[src/rtl/trap_pkg.sv]
package trap_pkg;

    localparam int XLEN = 64;

    typedef enum logic [1:0] {
        OP_IDLE    = 2'b00,
        OP_SYSCALL = 2'b01,
        OP_RETURN  = 2'b10,
        OP_RSVD    = 2'b11
    } trap_op_e;

    typedef enum logic [1:0] {
        RULE_KEEP  = 2'd0,
        RULE_CLEAR = 2'd1,
        RULE_SET   = 2'd2
    } bit_rule_e;

    typedef struct packed {
        logic [XLEN-1:0] data;
        logic            vld;
    } word_out_t;

    // Machine-state bit positions, numbered from 0 at the MSB
    localparam int POS_SF  = 0;
    localparam int POS_TM  = 31;
    localparam int POS_VEC = 38;
    localparam int POS_VSX = 40;
    localparam int POS_EE  = 48;
    localparam int POS_PR  = 49;
    localparam int POS_FP  = 50;
    localparam int POS_FE0 = 52;
    localparam int POS_TEA = 53;
    localparam int POS_TEB = 54;
    localparam int POS_FE1 = 55;
    localparam int POS_IR  = 58;
    localparam int POS_DR  = 59;
    localparam int POS_PMM = 61;
    localparam int POS_RI  = 62;
    localparam int POS_LE  = 63;

    // Saved-state cleared ranges, numbered from 0 at the MSB
    localparam int SAVE_Z0_LO = 33;
    localparam int SAVE_Z0_HI = 36;
    localparam int SAVE_Z1_LO = 42;
    localparam int SAVE_Z1_HI = 47;

    function automatic int vec_idx(input int pos);
        return XLEN - 1 - pos;
    endfunction

    function automatic bit_rule_e state_rule(input int pos);
        bit_rule_e r;
        case (pos)
            POS_SF, POS_LE: r = RULE_SET;
            POS_TM, POS_VEC, POS_VSX, POS_EE, POS_PR, POS_FP,
            POS_FE0, POS_TEA, POS_TEB, POS_FE1, POS_IR, POS_DR,
            POS_PMM, POS_RI: r = RULE_CLEAR;
            default: r = RULE_KEEP;
        endcase
        return r;
    endfunction

    function automatic bit save_zeroed(input int pos);
        return ((pos >= SAVE_Z0_LO) && (pos <= SAVE_Z0_HI)) ||
               ((pos >= SAVE_Z1_LO) && (pos <= SAVE_Z1_HI));
    endfunction

endpackage

[src/rtl/trap_srr1_build.sv]
module trap_srr1_build
    import trap_pkg::*;
#(
    parameter int W = XLEN
) (
    input  logic [W-1:0] msr_i,
    output logic [W-1:0] srr1_o
);

    for (genvar i = 0; i < W; i++) begin : g_bit
        localparam bit ZERO = save_zeroed(W - 1 - i);
        if (ZERO) begin : g_zero
            assign srr1_o[i] = 1'b0;
        end else begin : g_copy
            assign srr1_o[i] = msr_i[i];
        end
    end

endmodule

[src/rtl/trap_msr_build.sv]
module trap_msr_build
    import trap_pkg::*;
#(
    parameter int W = XLEN
) (
    input  logic [W-1:0] msr_i,
    output logic [W-1:0] msr_o
);

    for (genvar i = 0; i < W; i++) begin : g_bit
        localparam bit_rule_e RULE = state_rule(W - 1 - i);
        if (RULE == RULE_SET) begin : g_set
            assign msr_o[i] = 1'b1;
        end else if (RULE == RULE_CLEAR) begin : g_clr
            assign msr_o[i] = 1'b0;
        end else begin : g_keep
            assign msr_o[i] = msr_i[i];
        end
    end

    // mode bits forced on regardless of the incoming state
    always_comb begin
        p_mode_forced_r5: assert (msr_o[vec_idx(POS_SF)] && msr_o[vec_idx(POS_LE)])
            else $error("new state lacks 64-bit or little-endian mode");
    end

    // privilege and interrupt enables come out cleared
    always_comb begin
        p_priv_cleared_r4: assert (!msr_o[vec_idx(POS_PR)] && !msr_o[vec_idx(POS_EE)] &&
                                   !msr_o[vec_idx(POS_IR)] && !msr_o[vec_idx(POS_DR)])
            else $error("new state keeps privilege or translation bits");
    end

endmodule

[src/rtl/trap_nia_sel.sv]
module trap_nia_sel
    import trap_pkg::*;
#(
    parameter int W         = XLEN,
    parameter int TVEC_W    = 60,
    parameter int ALIGN_LSB = 2
) (
    input  trap_op_e     op_i,
    input  logic [TVEC_W-1:0] tvec_i,
    input  logic [W-1:0] srr0_i,
    output word_out_t    nia_o
);

    localparam int SHIFT = W - TVEC_W;

    logic [W-1:0] vec_target;
    logic [W-1:0] ret_target;

    assign vec_target = {tvec_i, {SHIFT{1'b0}}};
    assign ret_target = {srr0_i[W-1:ALIGN_LSB], {ALIGN_LSB{1'b0}}};

    always_comb begin
        nia_o = '0;
        case (op_i)
            OP_SYSCALL: nia_o = '{data: vec_target, vld: 1'b1};
            OP_RETURN:  nia_o = '{data: ret_target, vld: 1'b1};
            default:    nia_o = '0;
        endcase
    end

    // the vector redirect lands on a 16-byte boundary
    always_comb begin
        if (op_i == OP_SYSCALL)
            p_vec_aligned_r7: assert (nia_o.vld && nia_o.data[SHIFT-1:0] == '0)
                else $error("vector redirect misaligned");
    end

    // the return target is word aligned and its upper part follows srr0_i
    always_comb begin
        if (op_i == OP_RETURN)
            p_ret_aligned_r8: assert (nia_o.vld && nia_o.data[ALIGN_LSB-1:0] == '0 &&
                                      nia_o.data[W-1:ALIGN_LSB] == srr0_i[W-1:ALIGN_LSB])
                else $error("return target wrong");
    end

endmodule

[src/rtl/trap_sc_unit.sv]
module trap_sc_unit
    import trap_pkg::*;
#(
    parameter int TVEC_W   = 60,
    parameter int CTX_W    = 8,
    parameter int RET_STEP = 4
) (
    input  logic [1:0]        op_i,
    input  logic [XLEN-1:0]   cia_i,
    input  logic [XLEN-1:0]   msr_i,
    input  logic [TVEC_W-1:0] tvec_i,
    input  logic [XLEN-1:0]   srr0_i,
    input  logic [CTX_W-1:0]  ctx_i,
    output logic [XLEN-1:0]   srr0_o,
    output logic              srr0_vld_o,
    output logic [XLEN-1:0]   srr1_o,
    output logic              srr1_vld_o,
    output logic [XLEN-1:0]   msr_o,
    output logic              msr_vld_o,
    output logic [XLEN-1:0]   nia_o,
    output logic              nia_vld_o,
    output logic [CTX_W-1:0]  ctx_o
);

    localparam logic [XLEN-1:0] STEP = XLEN'(RET_STEP);

    trap_op_e      op;
    logic          is_sc;
    logic [XLEN-1:0] srr1_raw;
    logic [XLEN-1:0] msr_raw;
    word_out_t     nia_w;

    assign op    = trap_op_e'(op_i);
    assign is_sc = (op == OP_SYSCALL);

    trap_srr1_build #(.W(XLEN)) u_srr1 (
        .msr_i  (msr_i),
        .srr1_o (srr1_raw)
    );

    trap_msr_build #(.W(XLEN)) u_msr (
        .msr_i (msr_i),
        .msr_o (msr_raw)
    );

    trap_nia_sel #(.W(XLEN), .TVEC_W(TVEC_W), .ALIGN_LSB(2)) u_nia (
        .op_i   (op),
        .tvec_i (tvec_i),
        .srr0_i (srr0_i),
        .nia_o  (nia_w)
    );

    always_comb begin
        srr0_o     = is_sc ? (cia_i + STEP) : '0;
        srr1_o     = is_sc ? srr1_raw : '0;
        msr_o      = is_sc ? msr_raw : '0;
        srr0_vld_o = is_sc;
        srr1_vld_o = is_sc;
        msr_vld_o  = is_sc;
        nia_o      = nia_w.data;
        nia_vld_o  = nia_w.vld;
    end

    assign ctx_o = ctx_i;

    // saved address is one step past the current instruction
    always_comb begin
        if (srr0_vld_o)
            p_srr0_step_r1: assert (srr0_o - cia_i == STEP)
                else $error("saved address not current plus step");
    end

    // cleared ranges of the saved state
    always_comb begin
        if (srr1_vld_o)
            p_srr1_zero_r2: assert (srr1_o[vec_idx(SAVE_Z0_LO):vec_idx(SAVE_Z0_HI)] == '0 &&
                                    srr1_o[vec_idx(SAVE_Z1_LO):vec_idx(SAVE_Z1_HI)] == '0)
                else $error("saved state cleared range not zero");
    end

    // copied ranges of the saved state
    always_comb begin
        if (srr1_vld_o)
            p_srr1_keep_r3: assert (
                srr1_o[XLEN-1:vec_idx(SAVE_Z0_LO-1)] == msr_i[XLEN-1:vec_idx(SAVE_Z0_LO-1)] &&
                srr1_o[vec_idx(SAVE_Z0_HI+1):vec_idx(SAVE_Z1_LO-1)] ==
                    msr_i[vec_idx(SAVE_Z0_HI+1):vec_idx(SAVE_Z1_LO-1)] &&
                srr1_o[vec_idx(SAVE_Z1_HI+1):0] == msr_i[vec_idx(SAVE_Z1_HI+1):0])
                else $error("saved state copy range differs");
    end

    // the three state writes are issued together with the redirect
    always_comb begin
        p_vld_group_r6: assert (srr0_vld_o == srr1_vld_o && srr1_vld_o == msr_vld_o &&
                                (!msr_vld_o || nia_vld_o))
            else $error("valid flags disagree");
    end

    // with no redirect, nothing is written and all data is zero
    always_comb begin
        if (!nia_vld_o)
            p_idle_quiet_r10: assert (!srr0_vld_o && srr0_o == '0 && srr1_o == '0 &&
                                      msr_o == '0 && nia_o == '0)
                else $error("idle outputs not quiet");
    end

endmodule

[config.mk]
export PLATFORM = sky130hd
export DESIGN_NAME = trap_sc_unit
export DESIGN_NICKNAME = d
export VERILOG_FILES = /design/src/rtl/trap_pkg.sv /design/src/rtl/trap_srr1_build.sv /design/src/rtl/trap_msr_build.sv /design/src/rtl/trap_nia_sel.sv /design/src/rtl/trap_sc_unit.sv
export SDC_FILE = /design/constraint.sdc
export NUM_CORES = 1
export LEC_CHECK = 0
export ABC_AREA = 1
export BUFFER_PORTS_ARGS = -buffer_cell sky130_fd_sc_hd__buf_2
export CORE_AREA = 5 5 203 205
export DETAILED_ROUTE_END_ITERATION = 6
export DIE_AREA = 0 0 208 210
export PLACE_DENSITY_LB_ADDON = 0.08
export SLEW_MARGIN = 20
export SYNTH_ARGS = -nofsm -noshare
export SYNTH_HDL_FRONTEND = slang
export SYNTH_SLANG_ARGS = --single-unit
export TNS_END_PERCENT = 1
[constraint.sdc]
create_clock -name vclk -period 2.7
set_input_delay 0.135 -clock vclk [all_inputs]
set_output_delay 0.135 -clock vclk [all_outputs]
set_load 0.02 [all_outputs]
==> impl_metrics.ini <==
[outcome]
status = finished clean

[critical_path]
cp_max_fo = 6
critPathSlowestCell = nor2_1
path_common_cell = nor2_1
required_ps = 2570
slowest_delay_ps = 280
cp-start-kind = primary input
crit_chain = buf_2, ha_1, nand2_2, nor2_2, nand2_2, nor2_4, nand2_1, nor2_1, nor2_1, nor2_1, buf_2
end_kind = output port
criticalPathCategory = in -> out
worstPathArrival_ps = 1890

[global_routing]
grt_pass1_wl_um = 52360
grt_max_degree = 97
gr-total-overflow = 0
antenna_found_initial = 15
grt_pass1_vias = 7073
grtUsageTotal = 0.1600

[yosys]
syn_area_um2 = 4408
avgSynthCellArea_um2 = 4.404
ys_types = 25
yosysSeqAreaShare = 0
ys_warn_count = 0
synthCells = 1001

[pwr]
ir_drop_mv = 0.03877
p_per_area_nw_per_um2 = 150.0
p_leak_nw = 4.476

[sta]
whs_ps = 270.0
worst_pin_slew_ps = 512.9
fin_ws_ps = 673.5
fmax_mhz = 493.5
period_needed_ps = 2027
fin_setup_tns_ps = 0
hold_viol = 0
relSlewSlack = 0.6568
min_period_over_period = 0.7506
rsz0062_at_grt = no
slew_viol_final = 0
setup-violations-final = 0

[finish]
final_common_cell = buf_2
final_cell_mix = buf_2 (486), nand2_1 (396), nor2_1 (176)
seq_area_um2 = 0
num-nets-final = 1676
nClkBuffers = 0
seq_cells = 0
syn2layout_area_growth_pct = 58.76
drive_above_1_share = 0.3691
final_util = 0.1782

[die]
core_um2 = 39280
die_area_um2 = 43680
start_util = 0.1122
die-width_um = 208
fp.dieH_um = 210
io_pins = 530
rows = 73

[routing]
antenna_left = 0
drt_iter0_drc = 371
wl_per_cell_um = 19.75
num_vias = 7292
drt-pass1-iter-count = 4
viasPerCell = 3.761
drt_wl_total_um = 38300
drc = 0

[min_path]
min_path_cells = 0
hold_path_class = in -> out
hold_end = ctx_o[7]
worstHoldStart = ctx_i[7]

[placement]
hpwl_um = 34840
place_congestion = 0.9039
dpl_worst_slack_ps = 672.5
port-buffer-count = 486

[flow_run]
maxCapViolCount = 0

[cts]
postCtsSetupRepairBufs = 0
cts-resized-gates = 0
ctsHoldBuffers = 0
==> Yosys cell counts <==
library cell	instances	area, um^2
a21oi_1	81	405.4
a31oi_1	2	12.51
and2_1	2	12.51
buf_1	3	11.26
buf_2	3	15.01
buf_4	76	570.6
clkbuf_1	29	108.9
conb_1	1	3.750
ha_1	3	37.54
inv_1	144	540.5
inv_2	1	3.750
nand2_1	396	1486
nand2_2	12	75.07
nand3_1	19	95.09
nand4_1	6	37.54
nor2_1	176	660.6
nor2_2	7	43.79
nor2_4	3	33.78
nor2_8	1	20.02
nor3_1	1	5.000
nor3b_1	1	7.510
o21a_1	2	15.01
o21ai_0	17	85.08
o21bai_1	8	60.06
xor2_1	7	61.31
==> kinds of logic (layout without fill, tap and decap cells) <==
kind of cell | after synthesis | count (layout) | share of synthesized area
AND/OR/NAND/NOR | 624 | 624 | 0.5620
buffers and inverters | 256 | 639 | 0.2836
AO/OA/AOI/OAI | 110 | 110 | 0.1311
XOR/XNOR | 7 | 7 | 0.01391
adder cells (fa/ha/maj) | 3 | 3 | 0.008516
other | 1 | 31 | 0.0008507
==> where the power goes <==
group	internal (mW)	switching, mW	total, mW
logic	0.345	0.705	1.05
clock network	0.000000249	0	0.000000249
registers	0	0	0
total	0.345	0.705	1.05
==> through the flow <==
step | total power, mW | instance area (um^2) | cells
3_3_place_gp | 1.069 | 6985 | 1934
3_5_place_dp | 1.067 | 6985 | 1934
2_1_floorplan | 0.6078 | 4502 | 1026
6_report | 1.050 | 6998 | 1939
5_1_grt | 1.149 | 6995 | 1938
4_1_cts | 1.071 | 6985 | 1934
==> critical path, delay by kind of cell <==
family / cells / cell delay (ps)
AND/OR/NAND/NOR: 8 / 1250
buffers and inverters: 2 / 280
adder cells (fa/ha/maj): 1 / 200
==> worst max-delay path by stage <==
stage | from | to | slack, ps | depth (start not counted)
after floorplan | op_i[1] | srr0_o[16] | 880 | 7
after global placement | cia_i[2] | srr0_o[54] | 680 | 11
after detailed placement | cia_i[2] | srr0_o[54] | 670 | 11
after CTS | cia_i[2] | srr0_o[54] | 660 | 11
after global routing | cia_i[2] | srr0_o[54] | 500 | 11
final | cia_i[2] | srr0_o[54] | 670 | 11
==> final cells by class <==
cell class,count,area (um^2)
Antenna cell,5,12.51
Fill cell,4851,32280
Inverter,145,544.3
Multi-Input combinational cell,770,3267
Tap cell,525,656.9
Timing Repair Buffer,494,2517
==> routing by layer <==
layer | part of all wire | GRT usage | vias up
met5 | 0.0018 | 0 | -
met2 | 0.50 | 0.2934 | 299
met4 | 0.020 | 0.03012 | 10
met3 | 0.065 | 0.03661 | 38
met1 | 0.41 | 0.1930 | 3243
li1 | - | - | 3702
(Power assumes the default switching activity.)
